==> src/rtl/cputag_pkg.sv <==
package cputag_pkg;
  typedef enum logic [1:0] {ST_DATA, ST_TAG, ST_DROP} cputag_st_e;

  localparam int unsigned TAG_BYTES = 8;
  localparam logic [15:0] TAG_ETYPE = 16'h8899;
  localparam logic [7:0]  TAG_PROTO = 8'h04;
  localparam logic [7:0]  TAG_REASON_TX = 8'h00;
  localparam logic [15:0] TAG_CTRL_TX = 16'h0020;  // learning disabled, nothing forced
endpackage

==> src/rtl/cputag_port_dec.sv <==
module cputag_port_dec #(
  parameter int unsigned NUM_PORTS = 11,
  parameter int unsigned PORT_W    = 4
) (
  input  logic [PORT_W-1:0]    port_i,
  output logic [NUM_PORTS-1:0] mask_o,
  output logic                 ok_o
);
  for (genvar g = 0; g < NUM_PORTS; g++) begin : g_bit
    assign mask_o[g] = (port_i == PORT_W'(g));
  end
  assign ok_o = |mask_o;
endmodule

==> src/rtl/cputag_tag_gen.sv <==
module cputag_tag_gen
  import cputag_pkg::*;
#(
  parameter int unsigned NUM_PORTS = 11,
  localparam int unsigned IDX_W    = $clog2(TAG_BYTES),
  localparam int unsigned RSV_W    = 15 - NUM_PORTS
) (
  input  logic [NUM_PORTS-1:0] mask_i,
  input  logic [IDX_W-1:0]     idx_i,
  output logic [7:0]           byte_o
);
  logic [TAG_BYTES*8-1:0] tag_vec;
  logic [7:0] tag_b [TAG_BYTES];

  assign tag_vec = {TAG_ETYPE, TAG_PROTO, TAG_REASON_TX, TAG_CTRL_TX,
                    1'b0, {RSV_W{1'b0}}, mask_i};

  for (genvar g = 0; g < TAG_BYTES; g++) begin : g_byte
    assign tag_b[g] = tag_vec[TAG_BYTES*8-1-8*g -: 8];
  end

  assign byte_o = tag_b[idx_i];
endmodule

==> src/rtl/cputag_len_cnt.sv <==
module cputag_len_cnt #(
  parameter int unsigned LIMIT = 60,
  parameter int unsigned CNT_W = 6
) (
  input  logic             clk_i,
  input  logic             rst_ni,
  input  logic             clr_i,
  input  logic             inc_i,
  output logic [CNT_W-1:0] cnt_o
);
  always_ff @(posedge clk_i or negedge rst_ni) begin
    if (!rst_ni)                               cnt_o <= '0;
    else if (clr_i)                            cnt_o <= '0;
    else if (inc_i && cnt_o != CNT_W'(LIMIT))  cnt_o <= cnt_o + 1'b1;
  end
endmodule

==> src/rtl/cputag_inserter.sv <==
module cputag_inserter
  import cputag_pkg::*;
#(
  parameter int unsigned NUM_PORTS = 11,
  parameter int unsigned PORT_W    = 4,
  parameter int unsigned MIN_LEN   = 60,
  parameter int unsigned ADDR_LEN  = 12,
  localparam int unsigned CNT_W    = $clog2(MIN_LEN + 1),
  localparam int unsigned IDX_W    = $clog2(TAG_BYTES)
) (
  input  logic              clk_i,
  input  logic              rst_ni,
  input  logic [7:0]        s_tdata_i,
  input  logic              s_tvalid_i,
  output logic              s_tready_o,
  input  logic              s_tlast_i,
  input  logic [PORT_W-1:0] port_i,
  output logic [7:0]        m_tdata_o,
  output logic              m_tvalid_o,
  input  logic              m_tready_i,
  output logic              m_tlast_o
);
  cputag_st_e           st_q;
  logic                 in_done_q;
  logic [IDX_W-1:0]     tidx_q;
  logic [NUM_PORTS-1:0] mask_q, port_mask;
  logic                 port_ok;
  logic [CNT_W-1:0]     cnt;
  logic [7:0]           tag_byte;
  logic                 first_beat, drop_now, at_min, in_fire, out_fire;
  logic                 tag_phase;

  cputag_port_dec #(.NUM_PORTS(NUM_PORTS), .PORT_W(PORT_W)) u_dec (
    .port_i(port_i), .mask_o(port_mask), .ok_o(port_ok)
  );

  cputag_tag_gen #(.NUM_PORTS(NUM_PORTS)) u_tag (
    .mask_i(mask_q), .idx_i(tidx_q), .byte_o(tag_byte)
  );

  cputag_len_cnt #(.LIMIT(MIN_LEN), .CNT_W(CNT_W)) u_cnt (
    .clk_i (clk_i),
    .rst_ni(rst_ni),
    .clr_i (st_q == ST_DATA && out_fire && m_tlast_o),
    .inc_i (st_q == ST_DATA && out_fire),
    .cnt_o (cnt)
  );

  assign first_beat = (st_q == ST_DATA) && (cnt == '0) && !in_done_q;
  assign drop_now   = first_beat && !port_ok;
  assign at_min     = cnt >= CNT_W'(MIN_LEN - 1);
  assign tag_phase  = (st_q == ST_TAG);
  assign in_fire    = s_tvalid_i && s_tready_o;
  assign out_fire   = m_tvalid_o && m_tready_i;

  always_comb begin
    s_tready_o = 1'b0;
    m_tvalid_o = 1'b0;
    m_tdata_o  = '0;
    m_tlast_o  = 1'b0;
    unique case (st_q)
      ST_DATA: begin
        if (drop_now) begin
          s_tready_o = 1'b1;
        end else if (in_done_q) begin
          m_tvalid_o = 1'b1;      // zero padding
          m_tlast_o  = at_min;
        end else begin
          m_tvalid_o = s_tvalid_i;
          s_tready_o = m_tready_i;
          m_tdata_o  = s_tdata_i;
          m_tlast_o  = s_tlast_i && at_min;
        end
      end
      ST_TAG: begin
        m_tvalid_o = 1'b1;
        m_tdata_o  = tag_byte;
      end
      ST_DROP: s_tready_o = 1'b1;
      default: ;
    endcase
  end

  always_ff @(posedge clk_i or negedge rst_ni) begin
    if (!rst_ni) begin
      st_q      <= ST_DATA;
      in_done_q <= 1'b0;
      tidx_q    <= '0;
      mask_q    <= '0;
    end else begin
      unique case (st_q)
        ST_DATA: begin
          if (drop_now) begin
            if (in_fire && !s_tlast_i) st_q <= ST_DROP;
          end else if (out_fire) begin
            if (first_beat) mask_q <= port_mask;
            if (m_tlast_o) begin
              in_done_q <= 1'b0;
            end else begin
              if (!in_done_q && s_tlast_i) in_done_q <= 1'b1;
              if (cnt == CNT_W'(ADDR_LEN - 1)) begin
                st_q   <= ST_TAG;
                tidx_q <= '0;
              end
            end
          end
        end
        ST_TAG: begin
          if (out_fire) begin
            tidx_q <= tidx_q + 1'b1;
            if (tidx_q == IDX_W'(TAG_BYTES - 1)) st_q <= ST_DATA;
          end
        end
        ST_DROP: begin
          if (in_fire && s_tlast_i) st_q <= ST_DATA;
        end
        default: st_q <= ST_DATA;
      endcase
    end
  end
endmodule

==> config.mk <==
export PLATFORM = sky130hd
export DESIGN_NAME = cputag_inserter
export DESIGN_NICKNAME = d
export VERILOG_FILES = /design/src/rtl/cputag_pkg.sv /design/src/rtl/cputag_port_dec.sv /design/src/rtl/cputag_tag_gen.sv /design/src/rtl/cputag_len_cnt.sv /design/src/rtl/cputag_inserter.sv
export SDC_FILE = /design/constraint.sdc
export NUM_CORES = 1
export LEC_CHECK = 0
export BUFFER_PORTS_ARGS = -buffer_cell sky130_fd_sc_hd__buf_4
export CORE_AREA = 2 2 50 88
export DETAILED_ROUTE_END_ITERATION = 8
export DIE_AREA = 0 0 52 90
export GPL_TIMING_DRIVEN = 0
export PLACE_DENSITY_LB_ADDON = 0.2
export SLEW_MARGIN = 30
export SYNTH_ARGS = -nofsm -noshare
export SYNTH_HDL_FRONTEND = slang
export SYNTH_HIERARCHICAL = 1
export SYNTH_SLANG_ARGS = --single-unit
export TNS_END_PERCENT = 5
==> constraint.sdc <==
create_clock -name clk_i -period 4.5 [get_ports clk_i]
set_input_delay 0.45 -clock clk_i [delete_from_list [all_inputs] [get_ports clk_i]]
set_output_delay 0.45 -clock clk_i [all_outputs]
set_load 0.01 [all_outputs]
# [Word level (Yosys, flattened, before mapping)]
# Index checks and enable logic that the tools add are counted.
# W data, S select, Z words.
[word_totals] wordCells=97 n_memories=0 register_bits=23 in_bits=17 out_inout_bits=11 romBits=0 latchBits=0 mem_bits_rw=0
[op_classes] muxes=34 eq_ne=26 div=0 n_reduce_logical=26 bitwise=2 order_cmp=2 n_addsub=2 shifts=0 mul=0
[ops] cell="$mux W8" n=4
[ops] cell="$bmux W8 S3" n=1
[ops] cell="$eq A4 B3 Y1 const B" n=4
[ops] cell="$mux W2" n=8
[ops] cell="$pmux W8 S2" n=1
[ops] cell="$mux W3" n=5
[ops] cell="$eq A4 B4 Y1 const B" n=3
[ops] cell="$logic_and A1 B1 Y1" n=12
[ops] cell="$mux W6" n=2
[ops] cell="$reduce_or A11 Y1" n=1
[ops] cell="$ne A2 B2 Y1 const B" n=5
[ops] cell="$mux W1" n=9
[ops] cell="$eq A4 B2 Y1 const B" n=2
[ops] cell="$reduce_and A4 Y1" n=2
[ops] cell="$reduce_and A7 Y1" n=1
[ops] cell="$add A6 B1 Y6 const B" n=1
[ops] cell="$eq A6 B4 Y1 const B" n=1
[ops] cell="$ge A6 B6 Y1 const B" n=1
[ops] cell="$logic_not A6 Y1" n=1
[ops] cell="$ne A3 B2 Y1 const B" n=2
[ops] cell="$ne A3 B3 Y1 const B" n=2
[ops] cell="$ne A6 B6 Y1 const B" n=1
[ops] cell="$pmux W2 S3" n=1
[ops] cell="$pmux W3 S2" n=1
[ops] cell="15 further kinds" n=21

# [Logic depth before layout (Yosys ltp)]
[logic_depth] depth_word=11 mapped_depth=9 mapped_depth_nobuf=8

# [Modules after synthesis]
# The synthesis kept the hierarchy.
[by_module_without_submodules] mod="cputag_inserter" area_each_um2=950.9 n_inst=1 seq_area_each_um2=425.4 cells_per_inst=89
[by_module_without_submodules] mod="cputag_len_cnt" area_each_um2=385.4 n_inst=1 seq_area_each_um2=150.1 cells_per_inst=44
[by_module_without_submodules] mod="cputag_tag_gen" area_each_um2=133.9 n_inst=1 seq_area_each_um2=0.0 cells_per_inst=21
[by_module_without_submodules] mod="cputag_port_dec" area_each_um2=110.1 n_inst=1 seq_area_each_um2=0.0 cells_per_inst=18

# [Least setup slack after synthesis]
# OpenSTA, ideal clock, no wires.
[synth_timing] path_kind="register to register" from="register st_q[1]" to="register u_cnt.cnt_o[0]" stages_incl_launch_ff=9 slack_ns=2.318 arrival_time_ns=2.056 t_required_ns=4.374 setup_time_ns=0.126 n_path_buf=2 period_less_slack_ns=2.182 cell_sequence="dfrtp_1 -> buf_2 -> or2_2 -> nor4_1 -> and2_1 -> buf_2 -> nor2_1 -> a31oi_1 -> nand3_1"
[synth_via] word_cells_on_any_way=15 cone_classes="1 x eq/ne; 5 x mux; 9 x reduce/logical"
[synth_lines] item="from (decl)" line_no="cputag_inserter.sv:23" text="cputag_st_e st_q;"
[synth_lines] item="from (signal assigned)" line_no="cputag_inserter.sv:86" text="st_q <= ST_DATA;"
[synth_lines] item="from (signal assigned)" line_no="cputag_inserter.sv:94" text="if (in_fire && !s_tlast_i) st_q <= ST_DROP;"
[synth_lines] item="from (signal assigned)" line_no="cputag_inserter.sv:102" text="st_q <= ST_TAG;"
[synth_lines] item="$logic_not A2 Y1 (*)" line_no="cputag_inserter.sv:49, cputag_inserter.sv:61"
[synth_lines] item="$logic_and A1 B1 Y1 (2 in series)" line_no="cputag_inserter.sv:49" text="assign first_beat = (st_q == ST_DATA) && (cnt == '0) && !in_done_q;"
[synth_lines] item="$logic_and A1 B1 Y1" line_no="cputag_inserter.sv:50" text="assign drop_now = first_beat && !port_ok;"
[synth_lines] item="$mux W1" line_no="cputag_inserter.sv:63" text="if (drop_now) begin"
[synth_lines] item="$mux W1 (*)" line_no="cputag_inserter.sv:61" text="unique case (st_q)"
[synth_lines] item="via m_tlast_o" line_no="cputag_inserter.sv:21" text="output logic m_tlast_o"
[synth_lines] item="$logic_and A1 B1 Y1 (*)" line_no="cputag_inserter.sv:44" text=".clr_i (st_q == ST_DATA && out_fire && m_tlast_o),"
[synth_lines] item="$mux W6 or $reduce_bool A2 Y1 (tied branches)"
[synth_lines] item="to (signal assigned)" line_no="cputag_len_cnt.sv:14" text="else if (inc_i && cnt_o != CNT_W'(LIMIT)) cnt_o <= cnt_o + 1'b1;"
[synth_lines] item="to (decl)" line_no="cputag_len_cnt.sv:9" text="output logic [CNT_W-1:0] cnt_o"
# The timed path passes the listed nets; every way through them passes the cells marked *.
# A chain may end at the register's enable or synchronous reset.

# [Worst setup path after layout]
[layout_timing] from="input port_i[0]" to="output m_tdata_o[0]"
[layout_via] elab_chain_cells=6 word_cells_on_any_way=16 cone_classes="10 x eq/ne; 2 x mux; 4 x reduce/logical"
[layout_rtl] item="from (decl)" line_no="cputag_inserter.sv:17" text="input logic [PORT_W-1:0] port_i,"
[layout_rtl] item="$eq A4 B1 Y1 (tied with other cells)" line_no="cputag_port_dec.sv:10" text="assign mask_o[g] = (port_i == PORT_W'(g));"
[layout_rtl] item="$reduce_or A11 Y1 (*)" line_no="cputag_port_dec.sv:12" text="assign ok_o = |mask_o;"
[layout_rtl] item="via port_ok" line_no="cputag_inserter.sv:27" text="logic port_ok;"
[layout_rtl] item="$logic_not A1 Y1 (*)" line_no="cputag_inserter.sv:50"
[layout_rtl] item="$logic_and A1 B1 Y1 (*)" line_no="cputag_inserter.sv:50"
[layout_rtl] item="$mux W8 (*)" line_no="cputag_inserter.sv:63"
[layout_rtl] item="$pmux W8 S2 (*)" line_no="cputag_inserter.sv:61"
[layout_rtl] item="to (decl)" line_no="cputag_inserter.sv:18" text="output logic [7:0] m_tdata_o,"
# Marks and branches as above.

==> results by group <==
Run status
  – Outcome: complete, no violations

Timing
  – Final Worst Setup Slack: 1770 ps
  – Fmax: 366 MHz
  – Clock skew: 5.50 ps
  – Rel. slew slack: 0.430
  – Max-slew violations: 0
  – Final Hold Vio Count: 0
  – Endpoints failing setup: 0
  – Final cycle utilization of the critical path: 0.608
  – Fin crit period: 2730 ps
  – Post-route setup TNS: 0 ps
  – RSZ-0062 raised after global routing: no
  – Worst Max-Slew Pin Slew: 847 ps

Synthesis
  – Register bit total from synthesis: 23
  – Area contributors post-synth: dfrtp_1 36%, mux2_2 7.8%, a22o_1 4.4%
  – Top_reg_cell synth: dfrtp_1
  – Yosys top cell area share: 0.364
  – Synthesis Warnings: 6
  – Largest area contributor in the netlist: dfrtp_1
  – Post-synth EDFFs: 0
  – Syn Inst Count: 172
  – Synth cell types: 43
  – Syn Nets: 193
  – Post-synth ARST share: 1.00
  – Seq/Total Area, Yosys: 0.364
  – Synth Cell Area: 1580 um^2
  – Post-synthesis average cell area: 9.19 um^2

Placed design
  – DP Wirelength: 3.05 mm
  – DP Cell Count: 248
  – Pre-CTS setup slack: 1760 ps
  – PortBufs: 27
  – Routability cong.: 0.782
  – Placed Area: 1840 um^2

CTS
  – Clk buf depth: 2
  – Htree depth: 1
  – Postcts setup bufs: 0
  – CTS Sinks: 23
  – Later-pin clock latency in the skew report: 260 ps
  – Hold buffers post-CTS: 0
  – Post-CTS Resized: 0
  – Total CTS buffers: 3
  – CTS tree: done
  – Root buf cell: clkbuf_8
  – Clock transition at path regs: 80 ps

Floorplanning
  – Ports: 28
  – Die extent in x: 52 um
  – Core footprint: 4000 um^2
  – Num rows: 31
  – Starting utilization of the core area: 0.396
  – Die area: 4680 um^2
  – Die H: 90 um

Global route
  – Grt total ovfl: 0
  – All-layer global routing usage: 0.176
  – Initial antenna violation count: 0
  – Pin count of the biggest net entering global routing: 24
  – Global-route wire length before repair: 6.48 mm
  – Number of global-route vias before repair: 1465

Setup path
  – Worst setup path class: primary input to output pin
  – Worst-path maximum fanout: 8
  – RR Startpoint: st_q[1]
  – Startpoint types: primary input
  – Crit path from: port_i[0]
  – Worst EP required: 4050 ps
  – Critical register-to-register path endpoint: u_cnt/cnt_o[0]
  – Crit end category: output pin
  – Worst Reg2Reg Path Length in Cells: 8
  – R2R Setup Slk: 2140 ps
  – Worst EP arrival: 2280 ps

Power
  – Switching part of the total: 0.397
  – Leak Pwr: 0.000913 uW
  – Max rail drop VDD: 0.292 mV
  – Psw: 304 uW
  – Power Dens Cells: 404 nW/um^2
  – Sequential power share: 0.426
  – Combinational Power Share: 0.408
  – Clock share of power: 0.166
  – Internal: 462 uW

Finish
  – Layout Cells excl Fill: 252
  – Nets: 225
  – Synthesis-to-layout area growth: 19.9%
  – Antenna cells: 0
  – Layout cells sized above 1: 0.286
  – Finished Cell Area: 1890 um^2
  – Fin util: 0.474

Drt
  – Drt via density: 5.77
  – First-pass detailed-route iteration total: 4
  – Post-Route WL: 3.86 mm
  – 1st-iter DRT viols: 42
  – Wire per inst: 15.3 um
  – Via count: 1454
  – DRC viols: 0
  – Routed Antenna Nets: 0

Job
  – Max-Cap Viols: 0

Min path
  – Hold Path Class: primary input to async pin
## layer usage
metal / vias to the layer above / global-route usage / routed length (um)
met4: 0 / 0.0702 / 99
met3: 8 / 0.0199 / 144
met1: 703 / 0.173 / 1420
met2: 40 / 0.345 / 2200
met5: - / 0 / 0
li1: 703 / - / -
## cell usage after synthesis, types with 3 or more instances
master and count:
or4_1 3, a21o_1 4, ha_1 4, a22o_1 8, nor4_1 6, dfrtp_1 23, nand4_1 3, buf_6 3
o21ai_0 7, nor2_1 15, a31oi_1 3, mux2_2 11, nand2_1 12, nand2b_1 3, inv_1 7, nand3_1 7
nor3_1 5, a21oi_1 12, nor3b_1 3, and2_1 4
## worst max-delay path, stage by stage
cell	delay (ps)
buf_4	120
a21o_1	110
nand2_1	80
nor4_1	750
a211oi_2	300
a22o_1	320
buf_4	150
## placed cells by master (no fill, tap or decap), types with 4 or more instances in the layout
cell / instances
mux2_2: 11
buf_4: 27
o21ai_0: 7
nor4_1: 6
a21o_1: 4
nor2_1: 15
and2_1: 4
a22o_1: 8
a21oi_1: 12
nand2_1: 12
ha_1: 4
dfrtp_1: 23
inv_1: 7
nand3_1: 7
nor3_1: 5
## worst max path at each step
| stage | endpoint | slack, ps | cells past startpoint |
|---|---|---|---|
| floorplan | u_cnt/cnt_o[0] | 2320 | 8 |
| global placement | m_tdata_o[0] | 1740 | 7 |
| detailed placement | m_tdata_o[0] | 1760 | 7 |
| CTS | m_tdata_o[0] | 1730 | 5 |
| global route | m_tdata_o[0] | 1610 | 4 |
| finish | m_tdata_o[0] | 1770 | 7 |
## stage by stage
step	hold WS, ps	power (uW)
finish	69.9	766
global route	81.6	835
CTS	82.0	772
detailed placement	368	641
global placement	366	622
floorplan	154	520
## state kept, by name (all words and copies together) (netlist names)
signal,count
in_done_q,1
mask_q,11
st_q,2
tidx_q,3
u_cnt/cnt_o,6
## cell families after synthesis
group,share of synthesized area
AOI/OAI and AO/OA,0.169
adders and majority gates,0.0317
buffers and inverters,0.0443
DFF,0.364
muxes,0.0911
and+or+nand+nor,0.299
## layout make-up
type	count	area (um^2)
timing repair buffer	27	203
multi-input combinational	137	940
clock buffer	4	45.0
buffer	5	43.8
sequential	23	576
tap	49	61.3
fill	402	2100
inverter	7	26.3
## power by group through the flow
stage	Clock [uW]	Combinational, uW	Sequential (uW)
3_3_place_gp	0	297	325
3_5_place_dp	0	313	328
4_1_cts	134	314	324
2_1_floorplan	0	216	304
5_1_grt	145	355	335
6_report	127	313	326
Power figures use the tool's default switching activity.
